--- src/rtl/ctsgate_uart_tx_pkg.sv ---
package ctsgate_uart_tx_pkg;
  localparam int unsigned DEF_DATA_W = 8;
  localparam int unsigned DEF_MIN_W  = 5;

  // Format options besides the word length
  typedef struct packed {
    logic par_en;
    logic par_odd;
    logic stop2;
  } fmt_t;
endpackage

--- src/rtl/ctsgate_uart_tx_hold.sv ---
module ctsgate_uart_tx_hold #(
  parameter int unsigned DATA_W = 8
) (
  input  logic              clk,
  input  logic              rst,
  input  logic              clr,
  input  logic              wr_stb,
  input  logic [DATA_W-1:0] wr_data,
  input  logic              take,
  output logic              full,
  output logic [DATA_W-1:0] data
);
  always_ff @(posedge clk) begin
    if (rst || clr) begin
      full <= 1'b0;
      data <= '0;
    end else if (wr_stb) begin
      full <= 1'b1;
      data <= wr_data;
    end else if (take) begin
      full <= 1'b0;
    end
  end
endmodule

--- src/rtl/ctsgate_uart_tx_frame.sv ---
module ctsgate_uart_tx_frame
  import ctsgate_uart_tx_pkg::*;
#(
  parameter int unsigned DATA_W  = 8,
  parameter int unsigned MIN_W   = 5,
  parameter int unsigned WL_W    = 2,
  parameter int unsigned FRAME_W = 12,
  parameter int unsigned CNT_W   = 4
) (
  input  logic [DATA_W-1:0]  data,
  input  logic [WL_W-1:0]    wlen,
  input  fmt_t               fmt,
  output logic [FRAME_W-1:0] frame,
  output logic [CNT_W-1:0]   flen
);
  logic [CNT_W-1:0] ndata;
  logic             par;

  always_comb begin
    ndata = CNT_W'(MIN_W) + CNT_W'(wlen);
    par   = fmt.par_odd;
    frame = '1;
    frame[0] = 1'b0;
    for (int k = 0; k < DATA_W; k++) begin
      if (CNT_W'(k) < ndata) begin
        par = par ^ data[k];
        frame[k+1] = data[k];
      end
    end
    for (int i = 1; i < FRAME_W; i++) begin
      if (fmt.par_en && (CNT_W'(i) == ndata + CNT_W'(1))) frame[i] = par;
    end
    flen = ndata + CNT_W'(2) + CNT_W'(fmt.par_en) + CNT_W'(fmt.stop2);
  end
endmodule

--- src/rtl/ctsgate_uart_tx_shift.sv ---
module ctsgate_uart_tx_shift #(
  parameter int unsigned FRAME_W = 12,
  parameter int unsigned CNT_W   = 4
) (
  input  logic               clk,
  input  logic               rst,
  input  logic               clr,
  input  logic               pending,
  input  logic               wr_stb,
  input  logic               cts_n,
  input  logic [FRAME_W-1:0] frame,
  input  logic [CNT_W-1:0]   flen,
  output logic               load,
  output logic               idle_evt,
  output logic               sdo,
  output logic               tsr_empty
);
  logic               active;
  logic [CNT_W-1:0]   rem;
  logic [FRAME_W-1:0] shreg;
  logic               ready;

  // Free when idle or when the last stop bit is on the line
  assign ready    = !active || (rem == '0);
  assign load     = pending && !wr_stb && !cts_n && ready;
  assign idle_evt = active && (rem == '0) && !load;

  always_ff @(posedge clk) begin
    if (rst || clr) begin
      active    <= 1'b0;
      rem       <= '0;
      shreg     <= '1;
      sdo       <= 1'b1;
      tsr_empty <= 1'b1;
    end else if (load) begin
      active    <= 1'b1;
      sdo       <= frame[0];
      shreg     <= {1'b1, frame[FRAME_W-1:1]};
      rem       <= flen - CNT_W'(1);
      tsr_empty <= 1'b0;
    end else if (active) begin
      if (rem != '0) begin
        sdo   <= shreg[0];
        shreg <= {1'b1, shreg[FRAME_W-1:1]};
        rem   <= rem - CNT_W'(1);
      end else begin
        active    <= 1'b0;
        sdo       <= 1'b1;
        tsr_empty <= 1'b1;
      end
    end
  end
endmodule

--- src/rtl/ctsgate_uart_tx_flags.sv ---
module ctsgate_uart_tx_flags (
  input  logic clk,
  input  logic rst,
  input  logic clr,
  input  logic hold_full,
  input  logic idle_evt,
  input  logic wr_stb,
  input  logic stat_rd,
  output logic thr_empty,
  output logic irq_n
);
  logic set_free, set_idle;

  assign set_free = !hold_full && !thr_empty;
  assign set_idle = idle_evt && !hold_full;

  always_ff @(posedge clk) begin
    if (rst || clr) begin
      thr_empty <= 1'b1;
      irq_n     <= 1'b1;
    end else begin
      thr_empty <= !hold_full;
      if (set_free || set_idle) irq_n <= 1'b0;
      else if (wr_stb || stat_rd) irq_n <= 1'b1;
    end
  end
endmodule

--- src/rtl/ctsgate_uart_tx.sv ---
module ctsgate_uart_tx
  import ctsgate_uart_tx_pkg::*;
#(
  parameter int unsigned DATA_W = DEF_DATA_W,
  parameter int unsigned MIN_W  = DEF_MIN_W,
  localparam int unsigned WL_W    = $clog2(DATA_W - MIN_W + 1),
  localparam int unsigned FRAME_W = DATA_W + 4,
  localparam int unsigned CNT_W   = $clog2(FRAME_W + 1)
) (
  input  logic              clk,
  input  logic              rst,
  input  logic              clr,
  input  logic              wr_stb,
  input  logic [DATA_W-1:0] wr_data,
  input  logic [WL_W-1:0]   cfg_wlen,
  input  logic              cfg_par_en,
  input  logic              cfg_par_odd,
  input  logic              cfg_stop2,
  input  logic              cts_n,
  input  logic              stat_rd,
  output logic              sdo,
  output logic              thr_empty,
  output logic              tsr_empty,
  output logic              irq_n
);
  logic               hold_full, load, idle_evt;
  logic [DATA_W-1:0]  hold_data;
  logic [FRAME_W-1:0] frame;
  logic [CNT_W-1:0]   flen;
  fmt_t               fmt;

  assign fmt = '{par_en: cfg_par_en, par_odd: cfg_par_odd, stop2: cfg_stop2};

  ctsgate_uart_tx_hold #(.DATA_W(DATA_W)) hold_i (
    .clk(clk), .rst(rst), .clr(clr), .wr_stb(wr_stb), .wr_data(wr_data),
    .take(load), .full(hold_full), .data(hold_data)
  );

  ctsgate_uart_tx_frame #(
    .DATA_W(DATA_W), .MIN_W(MIN_W), .WL_W(WL_W), .FRAME_W(FRAME_W), .CNT_W(CNT_W)
  ) frame_i (
    .data(hold_data), .wlen(cfg_wlen), .fmt(fmt), .frame(frame), .flen(flen)
  );

  ctsgate_uart_tx_shift #(.FRAME_W(FRAME_W), .CNT_W(CNT_W)) shift_i (
    .clk(clk), .rst(rst), .clr(clr), .pending(hold_full), .wr_stb(wr_stb),
    .cts_n(cts_n), .frame(frame), .flen(flen), .load(load),
    .idle_evt(idle_evt), .sdo(sdo), .tsr_empty(tsr_empty)
  );

  ctsgate_uart_tx_flags flags_i (
    .clk(clk), .rst(rst), .clr(clr), .hold_full(hold_full), .idle_evt(idle_evt),
    .wr_stb(wr_stb), .stat_rd(stat_rd), .thr_empty(thr_empty), .irq_n(irq_n)
  );
endmodule

--- config.mk ---
export PLATFORM = sky130hd
export DESIGN_NAME = ctsgate_uart_tx
export DESIGN_NICKNAME = d
export VERILOG_FILES = /design/src/rtl/ctsgate_uart_tx_pkg.sv /design/src/rtl/ctsgate_uart_tx_hold.sv /design/src/rtl/ctsgate_uart_tx_frame.sv /design/src/rtl/ctsgate_uart_tx_shift.sv /design/src/rtl/ctsgate_uart_tx_flags.sv /design/src/rtl/ctsgate_uart_tx.sv
export SDC_FILE = /design/constraint.sdc
export NUM_CORES = 1
export LEC_CHECK = 0
export BUFFER_PORTS_ARGS = -buffer_cell sky130_fd_sc_hd__clkbuf_2
export CAP_MARGIN = 0
export CORE_MARGIN = 4
export CORE_UTILIZATION = 30
export CTS_CLUSTER_SIZE = 8
export DETAILED_ROUTE_END_ITERATION = 12
export SYNTH_ARGS = -nofsm -noshare
export SYNTH_HDL_FRONTEND = slang
export SYNTH_SLANG_ARGS = --single-unit
--- constraint.sdc ---
create_clock -name clk -period 4.09 [get_ports clk]
set_input_delay 0.818 -clock clk [delete_from_list [all_inputs] [get_ports clk]]
set_output_delay 0.818 -clock clk [all_outputs]
set_load 0.02 [all_outputs]
# Word-level counts from Yosys, hierarchy flattened
# Index checks and enable logic that the tools add are counted.
[totals]
ff_bits = 29
inputBits = 19
output_inout_bits = 4
elab_cells = 126
[op_classes]
n_addsub = 7
n_lt_le_gt_ge = 8
n_eq_ne = 12
n_mux = 46
bitwise_logic = 8
reduce_logical = 36
[ops]
columns = ["operator", "count"]
rows = [
  ["$mux W1", 40],
  ["$mux W11", 3],
  ["$logic_and A1 B1 Y1", 18],
  ["$eq A3 B4 Y1 const A", 4],
  ["$eq A4 B4 Y1 const A", 4],
  ["$lt A3 B4 Y1 const A", 4],
  ["$mux W4", 3],
  ["$add A4 B1 Y4", 2],
  ["$eq A2 B4 Y1 const A", 2],
  ["$lt A1 B4 Y1 const A", 2],
  ["$lt A2 B4 Y1 const A", 2],
  ["$reduce_bool A2 Y1", 4],
  ["$sub A4 B1 Y4 const B", 2],
  ["$xor A1 B1 Y1", 8],
  ["$logic_not A1 Y1", 6],
  ["$add A3 B2 Y4 const A", 1],
  ["$add A4 B1 Y4 const B", 1],
  ["$add A4 B2 Y4 const B", 1],
  ["$eq A1 B4 Y1 const A", 1],
  ["$logic_not A4 Y1", 1],
  ["$logic_or A1 B1 Y1", 4],
  ["$reduce_and A2 Y1", 2],
  ["$reduce_bool A4 Y1", 1],
  ["$ne A2 B1 Y1 const B", 1],
]

# Depth between registers and ports, before layout
[depth]
word_depth = 19
mapped_depth = 10
mapped_depth_nobuf = 9

# Cells and area by module
# A second synthesis with hierarchy kept.
[hier_totals]
cells_unflattened = 210
hier_area_um2 = 1745.4
[modules_own_cells]
columns = ["mod", "instances", "cells_each", "area_per_inst_um2", "seq_area_each_um2"]
rows = [
  ["ctsgate_uart_tx_shift", 1, 118, 940.9, 360.3],
  ["ctsgate_uart_tx_frame", 1, 53, 395.4, 0.0],
  ["ctsgate_uart_tx_hold", 1, 31, 334.1, 180.2],
  ["ctsgate_uart_tx_flags", 1, 8, 75.1, 40.0],
]

# Worst setup path before layout
# Ideal clock, no wire load.
[synth_timing]
path_type = "input -> register"
startpoint = "input cfg_par_en"
endpoint = "register shift_i.rem[1]"
setup_time_ps = 128
t_arrival_ps = 2329
required_ps = 3962
path_slack_ps = 1634
stages = 10
path_buffers = 1
cell_sequence = "clkbuf_1 inv_1 ha_1 inv_1 ha_1 inv_1 fa_1 o21ai_0 a21oi_1 nor2_1"
[synth_via]
elab_chain_len = 4
[synth_lines]
columns = ["item", "line", "text"]
rows = [
  ["from (decl)", "ctsgate_uart_tx.sv:16", "input logic cfg_par_en,"],
  ["$add A4 B1 Y4 (2 in a row)", "ctsgate_uart_tx_frame.sv:33", "flen = ndata + CNT_W'(2) + CNT_W'(fmt.par_en) + CNT_W'(fmt.stop2);"],
  ["$sub A4 B1 Y4", "ctsgate_uart_tx_shift.sv:39", "rem <= flen - CNT_W'(1);"],
  ["$mux W4", "ctsgate_uart_tx_shift.sv:35", "end else if (load) begin"],
  ["to (signal assigned)", "ctsgate_uart_tx_shift.sv:39", ""],
  ["to (signal assigned)", "ctsgate_uart_tx_shift.sv:45", "rem <= rem - CNT_W'(1);"],
  ["to (decl)", "ctsgate_uart_tx_shift.sv:19", "logic [CNT_W-1:0] rem;"],
]
# Every way passes these cells.
# A chain may end at the register's enable or synchronous reset.

# Final worst setup path
[layout_timing]
startpoint = "input cfg_wlen[0]"
endpoint = "register shift_i.shreg[8]"
[layout_via]
elab_chain_len = 19
elab_cells_between_ends = 29
classes_between = "add/sub (2); order compare (8); eq/ne (1); mux (10); bitwise (7); reduce/logical (1)"
[layout_lines]
columns = ["item", "line", "text"]
rows = [
  ["from (decl)", "ctsgate_uart_tx.sv:15", "input logic [WL_W-1:0] cfg_wlen,"],
  ["$add A3 B2 Y4 (*)", "ctsgate_uart_tx_frame.sv:20", "ndata = CNT_W'(MIN_W) + CNT_W'(wlen);"],
  ["$lt A1 B4 Y1", "ctsgate_uart_tx_frame.sv:25", "if (CNT_W'(k) < ndata) begin"],
  ["$mux W1", "ctsgate_uart_tx_frame.sv:25", ""],
  ["$xor A1 B1 Y1", "ctsgate_uart_tx_frame.sv:26", "par = par ^ data[k];"],
  ["$mux W1", "ctsgate_uart_tx_frame.sv:25", ""],
  ["$xor A1 B1 Y1", "ctsgate_uart_tx_frame.sv:26", ""],
  ["$mux W1", "ctsgate_uart_tx_frame.sv:25", ""],
  ["$xor A1 B1 Y1", "ctsgate_uart_tx_frame.sv:26", ""],
  ["(+3 left out)", "--", ""],
  ["$xor A1 B1 Y1", "ctsgate_uart_tx_frame.sv:26", ""],
  ["$mux W1", "ctsgate_uart_tx_frame.sv:25", ""],
  ["$xor A1 B1 Y1", "ctsgate_uart_tx_frame.sv:26", ""],
  ["$mux W1", "ctsgate_uart_tx_frame.sv:25", ""],
  ["$xor A1 B1 Y1", "ctsgate_uart_tx_frame.sv:26", ""],
  ["$mux W1", "ctsgate_uart_tx_frame.sv:25", ""],
  ["$mux W1 (*)", "ctsgate_uart_tx_frame.sv:31", "if (fmt.par_en && (CNT_W'(i) == ndata + CNT_W'(1))) frame[i] = par;"],
  ["$mux W11 (*)", "ctsgate_uart_tx_shift.sv:35", ""],
  ["to (signal assigned)", "ctsgate_uart_tx_shift.sv:38", "shreg <= {1'b1, frame[FRAME_W-1:1]};"],
  ["to (signal assigned)", "ctsgate_uart_tx_shift.sv:44", "shreg <= {1'b1, shreg[FRAME_W-1:1]};"],
  ["to (decl)", "ctsgate_uart_tx_shift.sv:20", "logic [FRAME_W-1:0] shreg;"],
]
# Mark *: on every way between the ends. The rest lies on a longest branch, timed or not.

==> run_results.csv <==
group,metric,value,unit
outcome,status,"finished clean",
synth,async_flop_share,0,
clock_tree,htreeDepth,2,
pwr,ir_worst_vdd,0.000118,V
sta,fin_crit,2280,ps
setup_path,slowest_delay,310,ps
sta,finalCritPeriodShare,0.558,
global_route,grt_pass1_wl,5950,µm
synth,ys_types,38,
hold_path,min_from,"hold_i.full",
sta,final-hold-violation-count,0,
placement,numPortBuffers,22,
synth,synth_area,1610,µm²
setup_path,critical_path_arrival,2440,ps
clock_tree,cts_setup_buffers,0,
clock_tree,insertion_delay,280,ps
setup_path,end_kind,"flip-flop",
synth,synth_cells,193,
floorplan,rows,26,
synth,yosys_warnings,0,
final_layout,fin_util,0.361,
placement,gp_congestion,0.767,
final_layout,fin_cells,284,
hold_path,hold_path_class,"reg -> reg",
setup_path,reg2reg_depth,7,
setup_path,r2r_end,"shift_i.rem[3]",
route,routed_wl,3440,µm
global_route,grt_max_degree,21,
route,vias,1362,
clock_tree,cts_hold_buf,0,
sta,slew_headroom,0.462,
flow_run,cap_violations,0,
synth,synth_ff_type,"dfxtp_1",
setup_path,slowest_stage,"xnor3_2",
placement,hpwl,2530,µm
global_route,grt_pass1_vias,1245,
final_layout,diodes,0,
route,drcViolationCount,0,
route,post_drt_via_cell_ratio,4.80,
setup_path,cp.required,4250,ps
synth,ys_ff_latch,29,
pwr,p_clk_frac,0.388,
pwr,p_switching,0.000157,W
sta,rsz0062_at_grt,"no",
setup_path,timing_worst_setup_path_type,"in -> reg",
placement,dp.cells,276,
sta,fin_skew,4.59,ps
pwr,powerDensity,321,nW/µm²
clock_tree,tritoncts,"built",
synth,synth-edff-count,0,
clock_tree,numClockSinks,29,
floorplan,die_y,81.2,µm
floorplan,design.die.area,6600,µm²
floorplan,dieWidth,81.2,µm
synth,yosysTopAreaCell,"dfxtp_1",
route,ant_nets,0,
hold_path,whs_path_depth,1,
pwr,p_comb_frac,0.124,
synth,netlist_top_cells_area,"dfxtp_1 36%, ha_1 9.3%, nand2_1 5.8%, mux2i_1 5.0%, nand3_1 4.4%",
final_layout,areaGrowthSynthToFinish,15.3,%
floorplan,start_util,0.313,
setup_path,reg2reg_slack,1920,ps
pwr,swShare,0.264,
route,wl_per_cell,12.1,µm
clock_tree,clk_pin_slew,60,ps
synth,syn_area_per_cell,8.34,µm²
sta,maxSlewViolCount,0,
pwr,p_leak,0.795,nW
clock_tree,cts_buffers,5,
setup_path,reg2reg_from,"shift_i.rem[0]",
floorplan,pin_count,23,
synth,yosysSeqAreaShare,0.361,
sta,final-setup-viol-count,0,
global_route,antenna_found_initial,0,
clock_tree,cts_resized,0,
pwr,p_int,0.000439,W
floorplan,core,5140,µm²
global_route,grt_overflow,0,
setup_path,crit_top_cell,"ha_1",
setup_path,cp_top_family,"adder cells",
pwr,seqPwrFrac,0.489,
sta,fmax,438,MHz
setup_path,start_kind,"primary input",
setup_path,path_cells,"clkbuf_2, ha_1, inv_1, ha_1, nor2b_1, xnor2_1, xnor3_2, o31ai_2, nand3_1",
global_route,groute.usage.overall,0.118,
pwr,total_power,0.000596,W
synth,syn_nets,225,
setup_path,crit_fanout,5,
synth,synth.top_cell.area_share,0.361,
hold_path,min_to,"flags_i.thr_empty",
sta,tightest_slew,805,ps
route,drtPass1Iterations,4,
sta,fin_tns_setup,0,ps
clock_tree,clockBufferDepth,2,
route,first_iter_violations,104,
final_layout,layout_common_cells,"29 x dfxtp_1, 25 x nand2_1, 22 x clkbuf_2",
final_layout,layout_commonest_cell,"dfxtp_1",
setup_path,cp_num_buf_inv,2,
clock_tree,root_buffer,"clkbuf_8",
final_layout,drive_above_1_share,0.173,
final_layout,fin_nets,245,
[per-stage QoR]
step	setup WS (ps)	instance area [µm²]	hold slack [ps]
2_1_floorplan	1630	1610	383
3_3_place_gp	1470	1770	429
3_5_place_dp	1500	1770	423
4_1_cts	1800	1860	440
5_1_grt	1630	1860	465
6_report	1810	1860	439
[flip-flops by register name, summed over array words and instances (netlist names)]
register	cells
shift_i.shreg	11
hold_i.data	8
shift_i.rem	4
flags_i.irq_n	1
flags_i.thr_empty	1
hold_i.full	1
shift_i.active	1
shift_i.sdo	1
shift_i.tsr_empty	1
[power groups by stage]
stage	Clock, W	Sequential (W)	Combinational, W
after floorplan	0	0.000297	0.0000515
after global placement	0	0.000298	0.0000744
after detailed placement	0	0.000298	0.0000744
after CTS	0.000234	0.000291	0.0000747
after global routing	0.000244	0.000292	0.0000855
final	0.000231	0.000291	0.0000738
[worst max-delay path by stage]
stage                      from               end  slack (ps)  cells after the start
floorplan            cfg_par_en    shift_i.rem[1]        1630                     10
global placement    cfg_wlen[0]  shift_i.shreg[8]        1470                      9
detailed placement  cfg_wlen[0]  shift_i.shreg[4]        1500                      9
CTS                 cfg_wlen[0]  shift_i.shreg[8]        1800                      9
global route        cfg_wlen[0]  shift_i.shreg[8]        1630                      9
finish              cfg_wlen[0]  shift_i.shreg[8]        1810                      9
[synth_stat cells, types with 2 or more instances]
cell type and n:
nand2b_1 3, dfxtp_1 29, nor2b_1 3, nand2_1 25
nor4_1 2, inv_1 11, nor2_1 15, xor2_1 2
buf_2 6, a211oi_1 4, mux2i_1 8, clkbuf_1 5
ha_1 12, nor3_1 2, xnor2_1 5, o211ai_1 5
nand3_1 14, a21oi_1 9, o21ai_0 14
[layer usage]
metal / track usage / up-vias / routed length (µm)
met3: 0.0310 / 8 / 183
met4: 0.0557 / 0 / 79
met1: 0.168 / 611 / 1810
met5: 0 / - / 0
li1: - / 706 / -
met2: 0.164 / 37 / 1370
[cell families (layout without fill, tap and decap cells)]
| logic type | Yosys count | count (layout) | synth area share |
|---|---|---|---|
| buffers and inverters | 22 | 43 | 0.0560 |
| xor gates and xnor gates | 8 | 8 | 0.0529 |
| AOI/OAI and AO/OA | 39 | 39 | 0.150 |
| and+or+nand+nor | 73 | 73 | 0.218 |
| DFF | 29 | 29 | 0.361 |
| adders and majority gates | 13 | 13 | 0.106 |
| muxes | 9 | 9 | 0.0568 |
[cell type report]
class | count | area (µm²)
inverters | 11 | 41.3
fillers | 563 | 3280
multi-input cells | 142 | 938
well taps | 70 | 87.6
repair buffers | 24 | 125
clock buffers | 6 | 72.6
flip-flops and latches | 29 | 581
clock inverters | 2 | 10.0
Power figures use the tool's default switching activity.
